`src/rtl/can_txbuf_pkg.sv`:
```
// Shared word indices, field positions and the frame-format type of the
// transmit buffer slot. Assumes a 32-bit register word.
package can_txbuf_pkg;
    localparam int REG_W      = 32;
    localparam int ADDR_W     = 2;
    localparam int ID_W       = 29;
    localparam int DLC_W      = 4;
    localparam int NUM_BYTES  = 8;
    localparam int MAX_BYTES  = 8;

    localparam logic [ADDR_W-1:0] A_CTRL = 2'd0;
    localparam logic [ADDR_W-1:0] A_ID   = 2'd1;
    localparam logic [ADDR_W-1:0] A_DHI  = 2'd2;
    localparam logic [ADDR_W-1:0] A_DLO  = 2'd3;

    // control word bit positions
    localparam int B_REQ   = 0;
    localparam int B_ABT   = 1;
    localparam int B_IE    = 2;
    localparam int B_IEGD  = 3;
    localparam int B_DLC   = 16;
    localparam int B_EXT   = 20;
    localparam int B_RMT   = 21;
    localparam int B_FMTGD = 23;

    typedef struct packed {
        logic             remote;
        logic             extended;
        logic [DLC_W-1:0] dlc;
    } fmt_t;
endpackage

```
`src/rtl/can_txbuf_ctrl.sv`:
```
// Command and format state of the slot: request, deferred abort, interrupt
// enable and frame format. Assumes engine events are single-cycle pulses.
module can_txbuf_ctrl
    import can_txbuf_pkg::*;
(
    input  logic clk,
    input  logic rst_n,
    input  logic ctrl_wr,
    input  logic w_req,
    input  logic w_abt,
    input  logic w_ie,
    input  logic w_ie_guard,
    input  logic w_fmt_guard,
    input  fmt_t w_fmt,
    input  logic evt_arb_won,
    input  logic evt_arb_lost,
    input  logic evt_tx_ok,
    output logic req_q,
    output logic abt_q,
    output logic ie_q,
    output fmt_t fmt_q,
    output logic irq_q
);
    logic req_n, abt_n;

    // Next request/abort: writes first, then engine events override them
    always_comb begin
        req_n = req_q;
        abt_n = abt_q;
        if (ctrl_wr && !req_q && w_req) req_n = 1'b1;
        if (ctrl_wr && req_q && w_abt)  abt_n = 1'b1;
        if (evt_arb_won)                abt_n = 1'b0;
        if (evt_arb_lost && abt_q) begin
            req_n = 1'b0;
            abt_n = 1'b0;
        end
        if (evt_tx_ok && req_q) begin
            req_n = 1'b0;
            abt_n = 1'b0;
        end
    end

    // Command state registers
    always_ff @(posedge clk) begin
        if (!rst_n) begin
            req_q <= 1'b0;
            abt_q <= 1'b0;
        end else begin
            req_q <= req_n;
            abt_q <= abt_n;
        end
    end

    // Guarded control fields; format locked while a request is pending
    always_ff @(posedge clk) begin
        if (!rst_n) begin
            ie_q  <= 1'b0;
            fmt_q <= '0;
        end else if (ctrl_wr) begin
            if (w_ie_guard)             ie_q  <= w_ie;
            if (w_fmt_guard && !req_q)  fmt_q <= w_fmt;
        end
    end

    // Transmit-complete interrupt pulse
    always_ff @(posedge clk) begin
        if (!rst_n) irq_q <= 1'b0;
        else        irq_q <= evt_tx_ok && req_q && ie_q;
    end

    a_r5_abort_implies_req: assert property (@(posedge clk) disable iff (!rst_n)
        abt_q |-> req_q);
    a_r5_lost_withdraws: assert property (@(posedge clk) disable iff (!rst_n)
        (evt_arb_lost && abt_q) |=> (!req_q && !abt_q));
    a_r6_won_keeps_req: assert property (@(posedge clk) disable iff (!rst_n)
        (evt_arb_won && req_q && !evt_tx_ok && !(evt_arb_lost && abt_q)) |=> (req_q && !abt_q));
    a_r7_irq_after_done: assert property (@(posedge clk) disable iff (!rst_n)
        irq_q |-> !req_q);
    a_r11_fmt_locked: assert property (@(posedge clk) disable iff (!rst_n)
        $past(req_q) |-> $stable(fmt_q));
endmodule

```
`src/rtl/can_txbuf_store.sv`:
```
// Identifier and payload storage. Writes are dropped while the slot is
// locked by a pending request. Assumes word-wide writes.
module can_txbuf_store
    import can_txbuf_pkg::*;
(
    input  logic              clk,
    input  logic              rst_n,
    input  logic              wr,
    input  logic [ADDR_W-1:0] addr,
    input  logic [REG_W-1:0]  wdata,
    input  logic              locked,
    output logic [ID_W-1:0]   id_q,
    output logic [REG_W-1:0]  dhi_q,
    output logic [REG_W-1:0]  dlo_q
);
    localparam int ID_LSB = REG_W - ID_W;

    // Message content registers
    always_ff @(posedge clk) begin
        if (!rst_n) begin
            id_q  <= '0;
            dhi_q <= '0;
            dlo_q <= '0;
        end else if (wr && !locked) begin
            case (addr)
                A_ID:    id_q  <= wdata[REG_W-1:ID_LSB];
                A_DHI:   dhi_q <= wdata;
                A_DLO:   dlo_q <= wdata;
                default: ;
            endcase
        end
    end

    a_r11_content_locked: assert property (@(posedge clk) disable iff (!rst_n)
        $past(locked) |-> ($stable(id_q) && $stable(dhi_q) && $stable(dlo_q)));
endmodule

```
`src/rtl/can_txbuf_unpack.sv`:
```
// Presents the payload words as wire-ordered bytes and limits the byte
// count. Purely combinational; assumes two payload words of four bytes.
module can_txbuf_unpack
    import can_txbuf_pkg::*;
(
    input  logic [REG_W-1:0]          dhi,
    input  logic [REG_W-1:0]          dlo,
    input  logic                      swap,
    input  logic [DLC_W-1:0]          dlc,
    output logic [DLC_W-1:0]          nbytes,
    output logic [8*NUM_BYTES-1:0]    payload
);
    localparam int PER_WORD = REG_W / 8;

    // Byte k+1 from its word lane, reversed when swapped
    for (genvar k = 0; k < NUM_BYTES; k++) begin : g_byte
        localparam int POS = k % PER_WORD;
        logic [REG_W-1:0] word;
        assign word = (k < PER_WORD) ? dhi : dlo;
        assign payload[8*k +: 8] = swap ? word[8*POS +: 8]
                                        : word[8*(PER_WORD-1-POS) +: 8];
    end

    // Byte count clamp
    always_comb begin
        nbytes = (dlc > DLC_W'(MAX_BYTES)) ? DLC_W'(MAX_BYTES) : dlc;
    end

    always_comb begin
        a_r9_count_bound: assert (nbytes <= DLC_W'(MAX_BYTES));
    end
endmodule

```
`src/rtl/can_txbuf_slot.sv`:
```
// One CAN transmit message buffer: register port, command state, content
// storage and wire-order presentation to a transmit engine.
// Assumes the register port and the engine share the clock.
module can_txbuf_slot
    import can_txbuf_pkg::*;
(
    input  logic              clk,
    input  logic              rst_n,
    input  logic              reg_wr,
    input  logic [1:0]        reg_addr,
    input  logic [31:0]       reg_wdata,
    output logic [31:0]       reg_rdata,
    input  logic              swap_bytes,
    input  logic              evt_arb_won,
    input  logic              evt_arb_lost,
    input  logic              evt_tx_ok,
    output logic              tx_pending,
    output logic              frm_remote,
    output logic              frm_extended,
    output logic [3:0]        frm_dlc,
    output logic [3:0]        frm_nbytes,
    output logic [28:0]       frm_id,
    output logic [63:0]       frm_payload,
    output logic              tx_irq
);
    logic ctrl_wr, req_q, abt_q, ie_q;
    fmt_t w_fmt, fmt_q;
    logic [REG_W-1:0] dhi_q, dlo_q;

    assign ctrl_wr = reg_wr && (reg_addr == A_CTRL);
    assign w_fmt   = '{remote:   reg_wdata[B_RMT],
                       extended: reg_wdata[B_EXT],
                       dlc:      reg_wdata[B_DLC +: DLC_W]};

    can_txbuf_ctrl u_ctrl (
        .clk(clk), .rst_n(rst_n), .ctrl_wr(ctrl_wr),
        .w_req(reg_wdata[B_REQ]), .w_abt(reg_wdata[B_ABT]),
        .w_ie(reg_wdata[B_IE]), .w_ie_guard(reg_wdata[B_IEGD]),
        .w_fmt_guard(reg_wdata[B_FMTGD]), .w_fmt(w_fmt),
        .evt_arb_won(evt_arb_won), .evt_arb_lost(evt_arb_lost),
        .evt_tx_ok(evt_tx_ok), .req_q(req_q), .abt_q(abt_q),
        .ie_q(ie_q), .fmt_q(fmt_q), .irq_q(tx_irq)
    );

    can_txbuf_store u_store (
        .clk(clk), .rst_n(rst_n), .wr(reg_wr), .addr(reg_addr),
        .wdata(reg_wdata), .locked(req_q), .id_q(frm_id),
        .dhi_q(dhi_q), .dlo_q(dlo_q)
    );

    can_txbuf_unpack u_unpack (
        .dhi(dhi_q), .dlo(dlo_q), .swap(swap_bytes), .dlc(fmt_q.dlc),
        .nbytes(frm_nbytes), .payload(frm_payload)
    );

    assign tx_pending   = req_q;
    assign frm_remote   = fmt_q.remote;
    assign frm_extended = fmt_q.extended;
    assign frm_dlc      = fmt_q.dlc;

    // Read-back mux; guard bits and reserved bits read 0
    always_comb begin
        reg_rdata = '0;
        case (reg_addr)
            A_CTRL: begin
                reg_rdata[B_REQ]            = req_q;
                reg_rdata[B_ABT]            = abt_q;
                reg_rdata[B_IE]             = ie_q;
                reg_rdata[B_DLC +: DLC_W]   = fmt_q.dlc;
                reg_rdata[B_EXT]            = fmt_q.extended;
                reg_rdata[B_RMT]            = fmt_q.remote;
            end
            A_ID:    reg_rdata = {frm_id, {(REG_W-ID_W){1'b0}}};
            A_DHI:   reg_rdata = dhi_q;
            default: reg_rdata = dlo_q;
        endcase
    end

    a_r4_pending_matches_read: assert property (@(posedge clk) disable iff (!rst_n)
        (reg_addr == A_CTRL) |-> (reg_rdata[B_REQ] == tx_pending));
    a_r12_no_abort_on_start: assert property (@(posedge clk) disable iff (!rst_n)
        (ctrl_wr && !tx_pending && reg_wdata[B_ABT]) |=> !abt_q);
endmodule

```
`config.mk`:
```
export PLATFORM = sky130hd
export DESIGN_NAME = can_txbuf_slot
export DESIGN_NICKNAME = d
export VERILOG_FILES = /design/src/rtl/can_txbuf_pkg.sv /design/src/rtl/can_txbuf_ctrl.sv /design/src/rtl/can_txbuf_store.sv /design/src/rtl/can_txbuf_unpack.sv /design/src/rtl/can_txbuf_slot.sv
export SDC_FILE = /design/constraint.sdc
export NUM_CORES = 1
export LEC_CHECK = 0
export BUFFER_PORTS_ARGS = -buffer_cell sky130_fd_sc_hd__buf_2
export CAP_MARGIN = 20
export CORE_MARGIN = 5
export CORE_UTILIZATION = 40
export CTS_BUF_LIST = sky130_fd_sc_hd__clkbuf_16
export CTS_CLUSTER_SIZE = 28
export DETAILED_ROUTE_END_ITERATION = 10
export GPL_TIMING_DRIVEN = 0
export PLACE_DENSITY = 0.66
export SLEW_MARGIN = 20
export SYNTH_ARGS = -nofsm -noshare
export SYNTH_HDL_FRONTEND = slang
export SYNTH_SLANG_ARGS = --single-unit
```
`constraint.sdc`:
```
create_clock -name clk -period 1.9 [get_ports clk]
set_clock_uncertainty 0.2 [all_clocks]
set_input_delay 0.095 -clock clk [delete_from_list [all_inputs] [get_ports clk]]
set_output_delay 0.095 -clock clk [all_outputs]
set_load 0.05 [all_outputs]
```
Word level (Yosys, flattened, before mapping)
Cells that the tools add are included.
- word-level logic and storage cells: 47
- register bits after elaboration: 103
- output and inout port bits: 137
- input port bits: 41
- $lt $le $gt $ge: 1
- bitwise operators: 1
- equality and inequality tests: 3
- mux-type cells: 13
- reduce and logical (&&, ||, !) cells: 19
- operator list (operator ; count):
    8-bit 2-to-1 mux ; 8
    13-bit one-hot mux with 3 select lines ; 1
    10-bit one-hot mux with 3 select lines ; 1
    6-bit one-hot mux with 3 select lines ; 1
    1-bit logical AND ; 10
    2-bit AND reduction ; 5
    3-bit one-hot mux with 3 select lines ; 1
    2-bit equality test (second input constant) ; 2
    4-bit greater-than comparator (second input constant) ; 1
    4-bit 2-to-1 mux ; 1
    4-bit OR reduction ; 1
    3-bit OR reduction ; 1
    2-bit by 1-bit equality test with 1-bit output (second input constant) ; 1
    2-bit zero test ; 1
    1-bit zero test ; 1
    1-bit NOT ; 1

Longest topological paths before layout
Gate-level depths: netlist of run 1.
- word-level depth: 4
- depth in mapped cells: 6
- mapped depth without buffers: 3

Cells and area by module
From an unflattened synthesis of run 1, not the netlist that was laid out.
- cell total of the unflattened synthesis: 524
- area, all modules: 5810.6 sq um
- by module, submodules not included (module ; area each (sq um) ; times used ; cells each ; seq. area each (sq um)):
    can_txbuf_store ; 3454.6 ; 1 ; 338 ; 1861.8
    can_txbuf_unpack ; 1099.8 ; 1 ; 75 ; 0.0
    can_txbuf_slot ; 850.8 ; 1 ; 71 ; 0.0
    can_txbuf_ctrl ; 405.4 ; 1 ; 40 ; 200.2

Least setup slack after synthesis of run 1
No wires, ideal clock.
- path type: flip-flop to flip-flop
- from: register u_ctrl.req_q
- to: register u_store.dlo_q[16]
- path buffers: 1
- cell stages (with the launch flop): 5
- data arrival time: 1.480 ns
- setup time: 0.074 ns
- clock period less this slack: 1.754 ns
- required time: 1.626 ns
- slack: 0.146 ns
- cell sequence: dfxtp_1 -> nand4b_2 -> clkbuf_1 -> nand3_1 -> o21ai_0
- cells in the longest elaborated chain, start to end: 3
- RTL lines (what ; RTL line ; RTL):
    start: declaration ; can_txbuf_ctrl.sv:18 ; output logic req_q,
    start signal: assignment ; can_txbuf_ctrl.sv:49 ; req_q <= req_n;
    1-bit zero test ; can_txbuf_store.sv:24 ; end else if (wr && !locked) begin
    1-bit logical AND ; can_txbuf_store.sv:24 ;
    2-bit AND reduction (no line) ; - ;
    end signal: assignment ; can_txbuf_store.sv:28 ; A_DLO: dlo_q <= wdata;
    end: declaration ; can_txbuf_store.sv:14 ; output logic [REG_W-1:0] dlo_q
No other way between the ends.
A chain may end at the register's enable or synchronous reset.

Worst setup path in the final report of run 1
- from: input reg_addr[0]
- to: output reg_rdata[12]
- cells in the longest elaborated chain, start to end: 2
- elaborated cells between the ends (all ways): 4
- RTL lines (what ; RTL line ; RTL):
    start: declaration ; can_txbuf_slot.sv:10 ; input logic [1:0] reg_addr,
    2-bit equality test, or another cell as far along ; can_txbuf_slot.sv:64 ; case (reg_addr)
    13-bit one-hot mux with 3 select lines (*) ; can_txbuf_slot.sv:64 ;
    end: declaration ; can_txbuf_slot.sv:12 ; output logic [31:0] reg_rdata,
Mark *: on every way between the ends. The rest lies on a longest branch, timed or not.

==> flow_metrics.tcl, run 1 <==
set metrics [dict create \
    drt_drc_violations_left 0 \
    run_status "finished, final reports clean" \
    leftover_overflow_at_the_end_of_global_routing 0 \
    crit_required_ns 1.60 \
    power_density_mw_per_mm2 761 \
    standard_cell_rows 41 \
    worst_hold_startpoint "reg_wr" \
    detail_route_antenna_nets 0 \
    antenna-diode-count 0 \
    die_area_sq_mm 0.0152 \
    routed_wire_length_microns 20200 \
    clk_pin_slew_worst_paths_ns 0.07 \
    drt-initial-drc-count 516 \
    max_slew_headroom_at_the_worst_pin_pct 54.0 \
    num-nets-final 821 \
    fillCellCount 1167 \
    whs_ns 0.117 \
    hold_path_end "u_ctrl.ie_q" \
    finalSetupViolCount 0 \
    vdd.ir_drop.worst_mv 0.533 \
    final-hold-violation-count 0 \
    detailroute.via_count 5370 \
    areaGrowthSynthToFinish_pct 34.8 \
    cts_tree "done" \
    dp.final_hpwl_microns 14100 \
    initial_core_util_pct 40.8 \
    synth_flop_cell "sky130_fd_sc_hd__dfxtp_1" \
    crit_path_max_fanout 10 \
    most_common_cell_after_layout_fill_and_taps_aside "sky130_fd_sc_hd__buf_2" \
    clk-insertion-delay-late_ns 0.34 \
    seqCellArea_sq_mm 0.00206 \
    report.power.total_mw 5.26 \
    antenna_found_initial 0 \
    setup_repair_after_global_routing_missed_its_margin "true" \
    clk_path_buf_depth 2 \
    layout.cells.most_common_list "sky130_fd_sc_hd__buf_2, sky130_fd_sc_hd__dfxtp_1, sky130_fd_sc_hd__nand2_1" \
    timing.reg2reg.worst_path_depth 4 \
    final_period_minus_worst_setup_slack_ns 1.86 \
    timing.rr.start "u_ctrl.req_q" \
    startpoint_type "primary input" \
    crit_start "reg_addr[0]" \
    cell_chain_critical_path "buf_2 > buf_2 > buf_4 > mux2_2 > a22o_1 > buf_2" \
    detailedPlace.worstSlack_ns -0.225 \
    synth-seq-area-share_pct 40.2 \
    crit_path_leading_delay_family "buffers and inverters" \
    yosys.cell_types.count 26 \
    clkSinkCount 103 \
    routabilityCongestion 0.890 \
    power.share.switching_pct 31.8 \
    switching_power_mw 1.67 \
    grt_pass1_vias 5394 \
    syn_area_per_cell_sq_um 9.18 \
    place_inst 905 \
    via_density_per_instance 5.61 \
    share_of_async_settable_or_async_resettable_flops_after_synthesis_pct 0 \
    drt-wirelength-per-cell_microns 21.1 \
    postSynthCellCount 558 \
    yosys_warnings 0 \
    crit_buf_inv 4 \
    cts-htree-levels 3 \
    worstSetupPathType "in2out" \
    die_w_microns 123 \
    finalWorstSetupSlack_ns 0.0365 \
    timing_worst_slew_pin_value_ns 0.690 \
    largest_net_degree_at_the_start_of_global_routing 18 \
    rrSetupSlack_ns 0.09 \
    instances_no_fill 957 \
    detail_route.first_pass.iterations 6 \
    worst_hold_path_type "in2reg" \
    syn-num-nets 599 \
    global_route.usage.total_pct 26.2 \
    timing.rr.end "u_store.dlo_q[23]" \
    number_of_flops_mapped_to_enable_cells_by_yosys 0 \
    drive_above_1_share_pct 41.5 \
    crit_top_cell "sky130_fd_sc_hd__buf_2" \
    p_clk_share_pct 35.8 \
    portBuffers 175 \
    synth_area_sq_mm 0.00512 \
    final_core_util_pct 55.0 \
    highest_achievable_clock_rate_mhz 537 \
    max_cap_viol_count 0 \
    critPathArrivalTime_ns 1.57 \
    total_area_of_multi_input_combinational_cells_sq_mm 0.00282 \
    report.final.slew_viol_count 0 \
    p_leak_nw 3.24 \
    chipHeight_microns 123 \
    ys_seq_elements 103 \
    cell_internal_pwr_mw 3.59 \
    cts-buffers-inserted 9 \
    wire_length_of_the_first_global_routing_pass_microns 30200 \
    worst_hold_path.num_cells 4 \
    cts_root_buffer "sky130_fd_sc_hd__clkbuf_16" \
    comb_power_share_pct 20.5 \
    final_min_period_over_clock_period_pct 98.1 \
    worst_path_largest_cell_delay_ns 0.37 \
    crit_slowest_cell "sky130_fd_sc_hd__mux2_2" \
    sequential_power_share_pct 43.7 \
    design.core.area_sq_mm 0.0126 \
    ports 178 \
    worst_setup_path_end_kind "output pin" \
]
## area by class of cell
| class | count | area share (%) |
|---|---|---|
| clock buffer | 9 | 3.26 |
| timing repair buffer | 211 | 17.9 |
| tap | 172 | 3.12 |
| sequential | 103 | 29.9 |
| buffer | 52 | 4.02 |
| clock inverter | 7 | 1.03 |
| multi-input combinational | 403 | 40.8 |
## tightest hold or removal path, cell delays in order
cell and delay (ns):
sky130_fd_sc_hd__buf_2 0.13, sky130_fd_sc_hd__nor3b_2 0.20, sky130_fd_sc_hd__nand2_1 0.09, sky130_fd_sc_hd__mux2i_1 0.08
## cell usage after synthesis, drive strengths merged (2+ instances only)
master	count	area (sq um)
mux4	6	135
mux2i	7	70.1
nand3	65	325
nor2	3	11.3
a21boi	29	218
nand4bb	2	22.5
dfxtp	103	2060
mux2	90	1010
o21ai	64	320
nand2	100	375
clkbuf	20	75.1
a22o	26	228
buf	32	175
nor2b	4	25.0
## cells by family after synthesis
| logic type | share of synthesized area, % |
|---|---|
| buf+inv | 4.88 |
| simple gates | 15.9 |
| flops | 40.2 |
| mux | 23.8 |
| compound gates | 15.2 |
## per-stage QoR
step                 TNS, ns  instance area, sq um
global route        -0.00422                  6910
floorplan                  0                  5120
global placement       -3.13                  6210
finish                     0                  6910
CTS                        0                  6890
detailed placement     -3.46                  6210
## worst max path at each step
stage	to	cells after the start	slack, ns
5_1_grt	u_store.dlo_q[20]	3	-0.004
3_3_place_gp	reg_rdata[10]	6	-0.20
3_5_place_dp	reg_rdata[10]	6	-0.23
6_report	reg_rdata[12]	6	0.04
4_1_cts	u_store.dlo_q[21]	4	0.03
2_1_floorplan	u_store.dlo_q[16]	4	0.15
## power groups by stage
stage | combinational, mW | sequential, mW | clock, mW
after floorplan | 0.628 | 2.41 | 0
after detailed placement | 1.00 | 2.34 | 0
after global placement | 0.990 | 2.34 | 0
after CTS | 1.07 | 2.29 | 1.90
after global routing | 1.13 | 2.31 | 1.99
final | 1.08 | 2.30 | 1.88
## what timing repair did
action | 4_1_cts | 5_1_grt
buffers inserted | 0 | 0
hold buffers | 36 | 0
setup endpoints to repair | 29 | 49
gates resized for setup | 9 | 13
endpoints found under the hold margin | 103 | 0
## layer usage
metal / track usage (%) / routed length (microns)
met1: 34.0 / 8120
met2: 44.5 / 9830
met3: 4.25 / 1720
met4: 8.58 / 534
met5: 0 / 0
## flip-flops by register name (all words and copies together) (netlist names)
signal         cells
u_ctrl.abt_q       1
u_ctrl.fmt_q       6
u_ctrl.ie_q        1
u_ctrl.irq_q       1
u_ctrl.req_q       1
u_store.dhi_q     32
u_store.dlo_q     32
u_store.id_q      29
Note: power is estimated with default switching activity, not from simulation.
==> inputs of run 2 (changes only) <==
--- a/config.mk
+++ b/config.mk
@@ -5,15 +5,16 @@
 export SDC_FILE = /design/constraint.sdc
 export NUM_CORES = 1
 export LEC_CHECK = 0
+export ABC_AREA = 1
 export BUFFER_PORTS_ARGS = -buffer_cell sky130_fd_sc_hd__buf_2
 export CAP_MARGIN = 20
 export CORE_MARGIN = 5
-export CORE_UTILIZATION = 40
+export CORE_UTILIZATION = 51
 export CTS_BUF_LIST = sky130_fd_sc_hd__clkbuf_16
 export CTS_CLUSTER_SIZE = 28
 export DETAILED_ROUTE_END_ITERATION = 10
 export GPL_TIMING_DRIVEN = 0
-export PLACE_DENSITY = 0.66
+export PLACE_DENSITY = 0.81
 export SLEW_MARGIN = 20
 export SYNTH_ARGS = -nofsm -noshare
 export SYNTH_HDL_FRONTEND = slang
==> run 2 against run 1 <==
Critical path depth increased by 2. Clock power fell by 9%. Final cell count up 28%. Non-clock buffer count rose by 5. First-iteration DRC count increased by 43%. Critical path type unchanged. Critical endpoint is now reg_rdata[23]. Sequential power grew 3%. Count of clock-buffer cells in the layout stayed put.
==> flow_metrics.tcl, run 2 <==
set metrics [dict create \
    share_of_async_settable_or_async_resettable_flops_after_synthesis_pct 0 \
    vdd.ir_drop.worst_mv 0.471 \
    layout.cells.most_common_list "sky130_fd_sc_hd__nand2_1, sky130_fd_sc_hd__nor2_1, sky130_fd_sc_hd__buf_2" \
    routed_wire_length_microns 20200 \
    finalSetupViolCount 0 \
    cts_post_setup_buffers_inserted 0 \
    routabilityCongestion 0.950 \
    synthDominantAreaCellType "sky130_fd_sc_hd__dfxtp_1" \
    crit_path_max_fanout 10 \
    clk_path_buf_depth 2 \
    synth.top_cells.by_count "sky130_fd_sc_hd__nand2_1, sky130_fd_sc_hd__nor2_1, sky130_fd_sc_hd__dfxtp_1, sky130_fd_sc_hd__inv_1, sky130_fd_sc_hd__o21ai_0" \
    via_density_per_instance 5.26 \
    die_area_sq_mm 0.0125 \
    yosys_warnings 0 \
    cell_chain_critical_path "buf_2 > inv_1 > nand2_1 > inv_1 > clkbuf_1 > nand2_1 > o221ai_1 > buf_2" \
    antenna-diode-count 0 \
    post-synth-top-area-fraction_pct 39.0 \
    detail_route.first_pass.iterations 6 \
    drt-initial-drc-count 738 \
    final-hold-violation-count 0 \
    cts-htree-levels 3 \
    ys_seq_elements 103 \
    max_slew_headroom_at_the_worst_pin_pct 53.9 \
    areaGrowthSynthToFinish_pct 32.2 \
    max_cap_viol_count 0 \
    cts_tree "done" \
    power_density_mw_per_mm2 804 \
    chipHeight_microns 112 \
    yosysMostFrequentCell "sky130_fd_sc_hd__nand2_1" \
    portBuffers 174 \
    worst_hold_path_type "in2reg" \
    design.core.area_sq_mm 0.0102 \
    gr-usage-met1_pct 40.9 \
    cts_root_buffer "sky130_fd_sc_hd__clkbuf_16" \
    standard_cell_rows 37 \
    whs_ns 0.0262 \
    largest_net_degree_at_the_start_of_global_routing 17 \
    grt_busiest_layer "met2" \
    clk_pin_slew_worst_paths_ns 0.07 \
    worst_setup_path_end_kind "output pin" \
    syn-num-nets 900 \
    ports 178 \
    timing_worst_slew_pin_value_ns 0.692 \
    synth-seq-area-share_pct 39.0 \
    wire_length_of_the_first_global_routing_pass_microns 31400 \
    drive_above_1_share_pct 20.6 \
    fillCellCount 964 \
    syn_area_per_cell_sq_um 6.15 \
    drt_drc_violations_left 0 \
    cts-buffers-inserted 9 \
    crit_slowest_cell "sky130_fd_sc_hd__clkbuf_1" \
    crit_required_ns 1.60 \
    top_flop_regs "u_store.dhi_q (32), u_store.dlo_q (32), u_store.id_q (29)" \
    critPathArrivalTime_ns 1.56 \
    p_leak_nw 3.43 \
    synth_flop_cell "sky130_fd_sc_hd__dfxtp_1" \
    final_min_period_over_clock_period_pct 97.8 \
    clk-insertion-delay-late_ns 0.34 \
    dp.final_hpwl_microns 14300 \
    yosys.cell_types.count 19 \
    initial_core_util_pct 51.6 \
    antenna_found_initial 0 \
    postSynthCellCount 859 \
    ys_top_cells_by_area "sky130_fd_sc_hd__dfxtp_1, sky130_fd_sc_hd__nand2_1, sky130_fd_sc_hd__nor2_1" \
    tns_ns 0 \
    grt_pass1_vias 5991 \
    detailroute.via_count 6443 \
    most_common_cell_after_layout_fill_and_taps_aside "sky130_fd_sc_hd__nand2_1" \
    detail_route_antenna_nets 0 \
    synth_area_sq_mm 0.00528 \
    num-nets-final 1124 \
    drt-wirelength-per-cell_microns 16.5 \
    die_w_microns 112 \
    global_route.usage.total_pct 31.4 \
    setup_repair_after_global_routing_missed_its_margin "false" \
    run_status "finished, final reports clean" \
    highest_achievable_clock_rate_mhz 538 \
    worstSetupPathType "in2out" \
    startpoint_type "primary input" \
    gr-usage-met2_pct 50.3 \
    number_of_flops_mapped_to_enable_cells_by_yosys 0 \
    use_met3_pct 6.25 \
    final_period_minus_worst_setup_slack_ns 1.86 \
    clkSinkCount 103 \
    leftover_overflow_at_the_end_of_global_routing 0 \
    worst_path_largest_cell_delay_ns 0.51 \
    report.final.slew_viol_count 0 \
]
==> run 2: final timing paths <==
path / slack, ns / cells after the start / from / end
max: 0.04 / 8 / reg_addr[1] / reg_rdata[23]
min: 0.03 / 3 / rst_n / u_store.dlo_q[1]
max reg2reg: 0.10 / 5 / u_ctrl.req_q / u_store.dlo_q[3]
min reg2reg: 0.28 / 2 / u_ctrl.ie_q / u_ctrl.irq_q
==> run 2: final cells by class <==
cell class	count	area, sq um	area share (%)
multi-input cells	614	2610	37.4
flip-flops and latches	103	2060	29.5
repair buffers	213	1260	18.1
inverters	87	327	4.67
plain buffers	55	285	4.08
clock buffers	9	225	3.22
well taps	136	170	2.44
clock inverters	7	41.3	0.591
==> run 2: critical path, delay by kind of cell <==
| kind | cells | cell delay (ns) |
|---|---|---|
| AO/OA/AOI/OAI | 1 | 0.15 |
| buffers and inverters | 5 | 1.10 |
| AND/OR/NAND/NOR | 2 | 0.21 |
==> run 2: timing repair <==
action | in CTS | in global routing
setup endpoints to repair | 0 | 17
endpoints found under the hold margin | 100 | 0
gates resized for setup | 0 | 5
hold buffers | 39 | 0
==> run 2: stage by stage <==
stage	power [mW]	setup WS (ns)	instances	cell area, sq um	util (%)
after floorplan	3.46	0.0617	859	5280	-
after global placement	3.85	0.0695	1169	6320	61.8
after detailed placement	3.86	0.0555	1169	6320	61.8
after CTS	5.58	0.0145	1224	6980	68.2
after global routing	5.80	0.00331	1224	6990	68.3
final	5.61	0.0426	1224	6990	68.3
==> run 2: where the power goes <==
group | switching, mW | internal (mW) | total (mW)
Clock | 0.832 | 0.878 | 1.71
Sequential | 0.0975 | 2.27 | 2.37
Combinational | 1.15 | 0.391 | 1.54
Total | 2.08 | 3.54 | 5.61
==> run 2: cell families (layout without fill, tap and decap cells) <==
group                  count (synthesis)  count (layout)  synth area share, %
AND/OR/NAND/NOR                      492             492                 36.4
buffers and inverters                142             371                 11.5
AO/OA/AOI/OAI                        122             122                 13.1
flip-flops                           103             103                 39.0
==> run 2: routing by layer <==
layer  up-vias  share of wire, %
met2       421                45
met3        48                12
met5         -                 0
met1      2863                40
li1       3111                 -
met4         0               3.1
